**src/rtl/uart_rx_pkg.sv**
```systemverilog
package uart_rx_pkg;
   typedef enum logic [2:0] {
      ST_IDLE,
      ST_START,
      ST_DATA,
      ST_PARITY,
      ST_STOP,
      ST_HOLD
   } rx_state_e;

   typedef struct packed {
      logic parity_bad;
      logic frame_bad;
      logic brk;
   } rx_err_t;
endpackage

```
**src/rtl/urx_line_filter.sv**
```systemverilog
module urx_line_filter #(
   parameter int SYNC_STAGES = 2,
   parameter int FILT_TICKS  = 2
) (
   input  logic clk,
   input  logic rst_n,
   input  logic os_tick,
   input  logic rx_pin,
   input  logic loop_en,
   input  logic loop_tx,
   output logic line_q
);
   localparam int FCW = (FILT_TICKS < 2) ? 1 : $clog2(FILT_TICKS + 1);

   if (SYNC_STAGES < 1) begin : g_bad_sync
      $error("urx_line_filter: SYNC_STAGES must be at least 1");
   end
   if (FILT_TICKS < 1) begin : g_bad_filt
      $error("urx_line_filter: FILT_TICKS must be at least 1");
   end

   logic              raw_in;
   logic [SYNC_STAGES-1:0] sync_q;
   logic [FCW-1:0]    fcnt;

   assign raw_in = loop_en ? loop_tx : rx_pin;

   for (genvar i = 0; i < SYNC_STAGES; i++) begin : g_sync
      if (i == 0) begin : g_first
         always_ff @(posedge clk or negedge rst_n) begin
            if (!rst_n) sync_q[0] <= 1'b1;
            else        sync_q[0] <= raw_in;
         end
      end else begin : g_next
         always_ff @(posedge clk or negedge rst_n) begin
            if (!rst_n) sync_q[i] <= 1'b1;
            else        sync_q[i] <= sync_q[i-1];
         end
      end
   end

   always_ff @(posedge clk or negedge rst_n) begin
      if (!rst_n) begin
         line_q <= 1'b1;
         fcnt   <= '0;
      end else if (os_tick) begin
         if (sync_q[SYNC_STAGES-1] != line_q) begin
            if (fcnt == FCW'(FILT_TICKS - 1)) begin
               line_q <= sync_q[SYNC_STAGES-1];
               fcnt   <= '0;
            end else begin
               fcnt <= fcnt + 1'b1;
            end
         end else begin
            fcnt <= '0;
         end
      end
   end
endmodule

```
**src/rtl/urx_frame_fsm.sv**
```systemverilog
module urx_frame_fsm
   import uart_rx_pkg::*;
#(
   parameter int OS         = 16,
   parameter int FILT_TICKS = 2,
   parameter int DW         = 8
) (
   input  logic          clk,
   input  logic          rst_n,
   input  logic          os_tick,
   input  logic          line_q,
   input  logic [1:0]    word_len,
   input  logic          parity_en,
   input  logic          parity_even,
   output logic          done,
   output logic [DW-1:0] word,
   output rx_err_t       err
);
   localparam int CW  = $clog2(OS);
   localparam int LW  = $clog2(DW + 1);
   localparam int MID = OS / 2 - 1 - FILT_TICKS;

   if (OS < 8 || MID < 0) begin : g_bad_os
      $error("urx_frame_fsm: OS too small for the filter delay");
   end
   if (DW < 4) begin : g_bad_dw
      $error("urx_frame_fsm: DW must be at least 4");
   end

   rx_state_e       state;
   logic [CW-1:0]   cnt;
   logic [LW-1:0]   bit_idx;
   logic [LW-1:0]   nbits;
   logic [DW-1:0]   shreg;
   logic [DW-1:0]   aligned;
   logic            par_acc;
   logic            all_zero;
   logic            bit_end;

   assign nbits   = LW'(DW - 3) + LW'(word_len);
   assign aligned = shreg >> (LW'(DW) - nbits);
   assign bit_end = (cnt == CW'(OS - 1));

   always_ff @(posedge clk or negedge rst_n) begin
      if (!rst_n) begin
         state    <= ST_IDLE;
         cnt      <= '0;
         bit_idx  <= '0;
         shreg    <= '0;
         par_acc  <= 1'b0;
         all_zero <= 1'b1;
         done     <= 1'b0;
         word     <= '0;
         err      <= '0;
      end else begin
         done <= 1'b0;
         if (os_tick) begin
            case (state)
               ST_IDLE: begin
                  if (!line_q) begin
                     state <= ST_START;
                     cnt   <= '0;
                  end
               end
               ST_START: begin
                  if (cnt == CW'(MID)) begin
                     cnt <= '0;
                     if (!line_q) begin
                        state    <= ST_DATA;
                        bit_idx  <= '0;
                        shreg    <= '0;
                        par_acc  <= 1'b0;
                        all_zero <= 1'b1;
                     end else begin
                        state <= ST_IDLE;
                     end
                  end else begin
                     cnt <= cnt + 1'b1;
                  end
               end
               ST_DATA: begin
                  if (bit_end) begin
                     cnt      <= '0;
                     shreg    <= {line_q, shreg[DW-1:1]};
                     par_acc  <= par_acc ^ line_q;
                     all_zero <= all_zero & ~line_q;
                     if (bit_idx == nbits - 1'b1)
                        state <= parity_en ? ST_PARITY : ST_STOP;
                     else
                        bit_idx <= bit_idx + 1'b1;
                  end else begin
                     cnt <= cnt + 1'b1;
                  end
               end
               ST_PARITY: begin
                  if (bit_end) begin
                     cnt      <= '0;
                     par_acc  <= par_acc ^ line_q;
                     all_zero <= all_zero & ~line_q;
                     state    <= ST_STOP;
                  end else begin
                     cnt <= cnt + 1'b1;
                  end
               end
               ST_STOP: begin
                  if (bit_end) begin
                     cnt            <= '0;
                     done           <= 1'b1;
                     word           <= aligned;
                     err.parity_bad <= parity_en & (par_acc ^ ~parity_even);
                     err.frame_bad  <= ~line_q;
                     err.brk        <= all_zero & ~line_q;
                     state          <= line_q ? ST_IDLE : ST_HOLD;
                  end else begin
                     cnt <= cnt + 1'b1;
                  end
               end
               ST_HOLD: begin
                  if (line_q) state <= ST_IDLE;
               end
               default: state <= ST_IDLE;
            endcase
         end
      end
   end
endmodule

```
**src/rtl/urx_status_bank.sv**
```systemverilog
module urx_status_bank
   import uart_rx_pkg::*;
#(
   parameter int DW = 8
) (
   input  logic          clk,
   input  logic          rst_n,
   input  logic          done,
   input  logic [DW-1:0] word,
   input  rx_err_t       err,
   input  logic          buf_rd,
   input  logic          lsr_rd,
   output logic [DW-1:0] rx_data,
   output logic          data_ready,
   output logic          overrun_err,
   output logic          parity_err,
   output logic          framing_err,
   output logic          break_flag
);
   always_ff @(posedge clk or negedge rst_n) begin
      if (!rst_n) begin
         rx_data     <= '0;
         data_ready  <= 1'b0;
         overrun_err <= 1'b0;
         parity_err  <= 1'b0;
         framing_err <= 1'b0;
         break_flag  <= 1'b0;
      end else begin
         if (buf_rd) data_ready <= 1'b0;
         if (lsr_rd) begin
            overrun_err <= 1'b0;
            parity_err  <= 1'b0;
            framing_err <= 1'b0;
            break_flag  <= 1'b0;
         end
         if (done) begin
            if (data_ready && !buf_rd) begin
               overrun_err <= 1'b1;
            end else begin
               rx_data    <= word;
               data_ready <= 1'b1;
               if (err.parity_bad) parity_err  <= 1'b1;
               if (err.frame_bad)  framing_err <= 1'b1;
               if (err.brk)        break_flag  <= 1'b1;
            end
         end
      end
   end
endmodule

```
**src/rtl/uart_rx_core.sv**
```systemverilog
module uart_rx_core
   import uart_rx_pkg::*;
#(
   parameter int OS          = 16,
   parameter int FILT_TICKS  = 2,
   parameter int SYNC_STAGES = 2,
   parameter int DW          = 8
) (
   input  logic          clk,
   input  logic          rst_n,
   input  logic          os_tick,
   input  logic          rx_pin,
   input  logic          loop_en,
   input  logic          loop_tx,
   input  logic [1:0]    word_len,
   input  logic          parity_en,
   input  logic          parity_even,
   input  logic          buf_rd,
   input  logic          lsr_rd,
   output logic [DW-1:0] rx_data,
   output logic          data_ready,
   output logic          overrun_err,
   output logic          parity_err,
   output logic          framing_err,
   output logic          break_flag
);
   logic          line_q;
   logic          word_done;
   logic [DW-1:0] word_val;
   rx_err_t       word_err;

   urx_line_filter #(
      .SYNC_STAGES (SYNC_STAGES),
      .FILT_TICKS  (FILT_TICKS)
   ) u_filter (
      .clk     (clk),
      .rst_n   (rst_n),
      .os_tick (os_tick),
      .rx_pin  (rx_pin),
      .loop_en (loop_en),
      .loop_tx (loop_tx),
      .line_q  (line_q)
   );

   urx_frame_fsm #(
      .OS         (OS),
      .FILT_TICKS (FILT_TICKS),
      .DW         (DW)
   ) u_fsm (
      .clk         (clk),
      .rst_n       (rst_n),
      .os_tick     (os_tick),
      .line_q      (line_q),
      .word_len    (word_len),
      .parity_en   (parity_en),
      .parity_even (parity_even),
      .done        (word_done),
      .word        (word_val),
      .err         (word_err)
   );

   urx_status_bank #(
      .DW (DW)
   ) u_status (
      .clk         (clk),
      .rst_n       (rst_n),
      .done        (word_done),
      .word        (word_val),
      .err         (word_err),
      .buf_rd      (buf_rd),
      .lsr_rd      (lsr_rd),
      .rx_data     (rx_data),
      .data_ready  (data_ready),
      .overrun_err (overrun_err),
      .parity_err  (parity_err),
      .framing_err (framing_err),
      .break_flag  (break_flag)
   );
endmodule

```
**config.mk**
```make
export PLATFORM = sky130hd
export DESIGN_NAME = uart_rx_core
export DESIGN_NICKNAME = d
export VERILOG_FILES = /design/src/rtl/uart_rx_pkg.sv /design/src/rtl/urx_line_filter.sv /design/src/rtl/urx_frame_fsm.sv /design/src/rtl/urx_status_bank.sv /design/src/rtl/uart_rx_core.sv
export SDC_FILE = /design/constraint.sdc
export NUM_CORES = 1
export LEC_CHECK = 0
export BUFFER_PORTS_ARGS = -buffer_cell sky130_fd_sc_hd__buf_2
export CORE_AREA = 2 2 90 92
export CTS_CLUSTER_SIZE = 12
export DETAILED_ROUTE_END_ITERATION = 6
export DIE_AREA = 0 0 92 94
export GPL_TIMING_DRIVEN = 0
export PLACE_DENSITY = 0.58
export SLEW_MARGIN = 20
export SYNTH_ARGS = -nofsm -noshare
export SYNTH_HDL_FRONTEND = slang
export SYNTH_SLANG_ARGS = --single-unit
```
**constraint.sdc**
```tcl
create_clock -name clk -period 3.5 [get_ports clk]
set_input_delay 0.35 -clock clk [delete_from_list [all_inputs] [get_ports clk]]
set_output_delay 0.35 -clock clk [all_outputs]
set_load 0.01 [all_outputs]
```
==> impl_metrics.toml <==
[grt]
grt_pass1_wl_mm = 8.631
track_usage_pct = 12.45
grt.overflow.total = 0
antenna_found_initial = 0
grt_max_degree = 52
grt_pass1_vias = 1836

[clock_network]
h-tree-depth = 2
cts_buffer_depth = 2
cts_root_buf = "clkbuf_8"
ctsResizeCount = 0
postCtsHoldBufs = 0
cts_buffers = 5
path_clk_slew_ps = 90
cts_setup_buffers = 0
cts_sinks = 51
tritoncts = "built"
clk_latency_ps = 300

[setup_path]
arrival_ps = 2110
start_kind = "primary input"
cp_cell_sequence = "buf_2 -> ha_1 -> xnor2_2 -> mux2i_1 -> a21oi_1 -> o32a_1"
critPathRequiredTime_ps = 3690
crit_family = "compound AO/OA/AOI/OAI gates"
cp_slowest_cell = "xnor2_2"
cpPeakStageDelay_ps = 440
worstSetupPathType = "primary input to flip-flop"
critPathBufInv = 1
worstPathMaxFanout = 9
end_kind = "flip-flop"

[flow_run]
max-cap-violations = 0

[floorplan]
die_area_mm2 = 0.008648
pin_count = 25
initial_core_util_pct = 34.52
rows = 32
coreArea_mm2 = 0.007607
die_h_um = 94
die_w_um = 92

[cells_and_area]
drive_above_1_share_pct = 23.90
fillers = 744
diodes = 0
final-seq-area_mm2 = 0.001281
multi_input_area_mm2 = 0.001251
final_area_mm2 = 0.002994
finalNetCount = 288
area_growth_pct = 14.01

[drt]
wl_mm = 4.868
routedWlPerCell_um = 13.02
detailroute.via_count = 1888
firstDrtPassIters = 4
viasPerCell = 5.048
ant_nets = 0
drc = 0
drtIter0Drc = 112

[timing]
fin_crit_sh_pct = 54.92
rsz0062_at_grt = "false"
worstMarginPinSlew_ps = 639.0
fin_hold_ws_ps = 44.19
period_needed_ps = 1922
fmax_mhz = 520.2
totalNegativeSetupSlack_ps = 0
maxSlewHeadroom_pct = 57.40
setup_violations = 0
hold_viol_final = 0
slew_viol_final = 0
fin_skew_ps = 3.716

[yosys]
synth_area_mm2 = 0.002626
ys_warn_count = 0
synthArstFlopShare_pct = 100.0
syn_area_per_cell_um2 = 10.94
synth_top_cells_by_area = "dfrtp_1, mux2_2, nand2_1"
postSynthCellCount = 240
synth_edf_count = 0
ys.flop_type = "dfrtp_1"
netlist_top_cells_count = "dfrtp_1, nand2_1, o21ai_0, inv_1"
synth_top_area_share_pct = 44.78
ys_ff_latch = 51
yosysSeqAreaShare_pct = 48.79
synth_cell_type_count = 53
synth_most_common_cell = "dfrtp_1"
yosys.area.top_type = "dfrtp_1"
syn_nets = 257

[power_and_ir_drop]
total_power_uw = 1498
power_leakage_uw = 0.001366
powerDensity_mw_per_mm2 = 500.4
vdd_drop_max_mv = 0.1873

[status]
outcome = "finished clean"

[place]
gp_congestion = 0.8269
dp_hpwl_mm = 3.472
place_area_mm2 = 0.002877
port_buffers = 24

[hold_path]
hold_class = "primary input to async pin"
## metrics by stage
stage	cells	setup slack [ps]	utilization, %
2_1_floorplan	240	1661	-
3_3_place_gp	366	1259	37.78
3_5_place_dp	366	1285	37.81
4_1_cts	374	1611	39.36
5_1_grt	374	1453	39.36
6_report	374	1578	39.36
## layout by cell type (no fill, tap or decap), types with 2 or more instances in the layout
cell type / n
a2111oi_0: 2
a211o_1: 2
a21oi_1: 4
a22o_1: 11
and2b_1: 2
buf_2: 26
clkbuf_1: 5
clkbuf_8: 6
dfrtp_1: 47
dfstp_2: 4
ha_1: 5
inv_1: 13
mux2_2: 11
mux2i_1: 5
mux4_2: 5
nand2_1: 31
nand2b_1: 5
nand3_1: 9
nand3b_1: 2
nor2_1: 6
nor2b_1: 4
nor3_1: 2
o2111ai_1: 3
o211ai_1: 4
o21ai_0: 18
o22ai_1: 2
o2bb2ai_1: 3
o31ai_1: 2
or2_2: 2
xnor2_1: 3
xor2_1: 2
## kinds of logic after synthesis
kind of cell             after synthesis  share of synthesized area (%)
flip-flops                            51                          48.79
XOR/XNOR                               6                          2.287
AO/OA/AOI/OAI                         60                          16.77
buffers and inverters                 22                          3.573
multiplexers                          21                          10.91
adder cells (fa/ha/maj)                5                          2.382
AND/OR/NAND/NOR                       75                          15.29
## report_power, final
| group | internal [uW] | total, uW | switching [uW] | leakage [uW] |
|---|---|---|---|---|
| logic | 164 | 382 | 218 | 0.000615 |
| registers | 639 | 691 | 52.4 | 0.000690 |
| clock network | 232 | 425 | 194 | 0.0000612 |
## sequential cells by signal, summed over array words and instances (netlist names)
| register | cells |
|---|---|
| u_filter.fcnt | 2 |
| u_filter.line_q | 1 |
| u_filter.sync_q | 2 |
| u_fsm.all_zero | 1 |
| u_fsm.bit_idx | 4 |
| u_fsm.cnt | 4 |
| u_fsm.done | 1 |
| u_fsm.err | 3 |
| u_fsm.par_acc | 1 |
| u_fsm.shreg | 8 |
| u_fsm.state | 3 |
| u_fsm.word | 8 |
| u_status.break_flag | 1 |
| u_status.data_ready | 1 |
| u_status.framing_err | 1 |
| u_status.overrun_err | 1 |
| u_status.parity_err | 1 |
| u_status.rx_data | 8 |
## final cells by class
class                   count  area share [%]
flip-flops and latches     51           42.79
multi-input cells         167           41.79
well taps                 102           4.262
repair buffers             24           4.095
clock buffers               6           2.758
inverters                  13           1.630
plain buffers               9           1.504
clock inverters             2           1.170
## layer usage
metal	part of all wire [%]	wire [um]	track usage, %
met5	0	0	0
met4	1.7	84	5.348
met3	4.4	216	2.889
met2	44	2154	19.30
met1	50	2413	16.73
## path summary, 6_finish.rpt
path,from,end,slack [ps],cells after the start
hold / removal,rst_n,u_fsm.cnt[3],40,1
max in group asynchronous,rst_n,u_fsm.word[1],3010,1
hold reg to reg,u_filter.sync_q[0],u_filter.sync_q[1],360,0
setup reg to reg,u_fsm.state[2],u_fsm.cnt[3],1720,5
min in group clk,lsr_rd,u_status.break_flag,250,2
setup / recovery,word_len[0],u_fsm.state[1],1580,6
(Power assumes the default switching activity.)
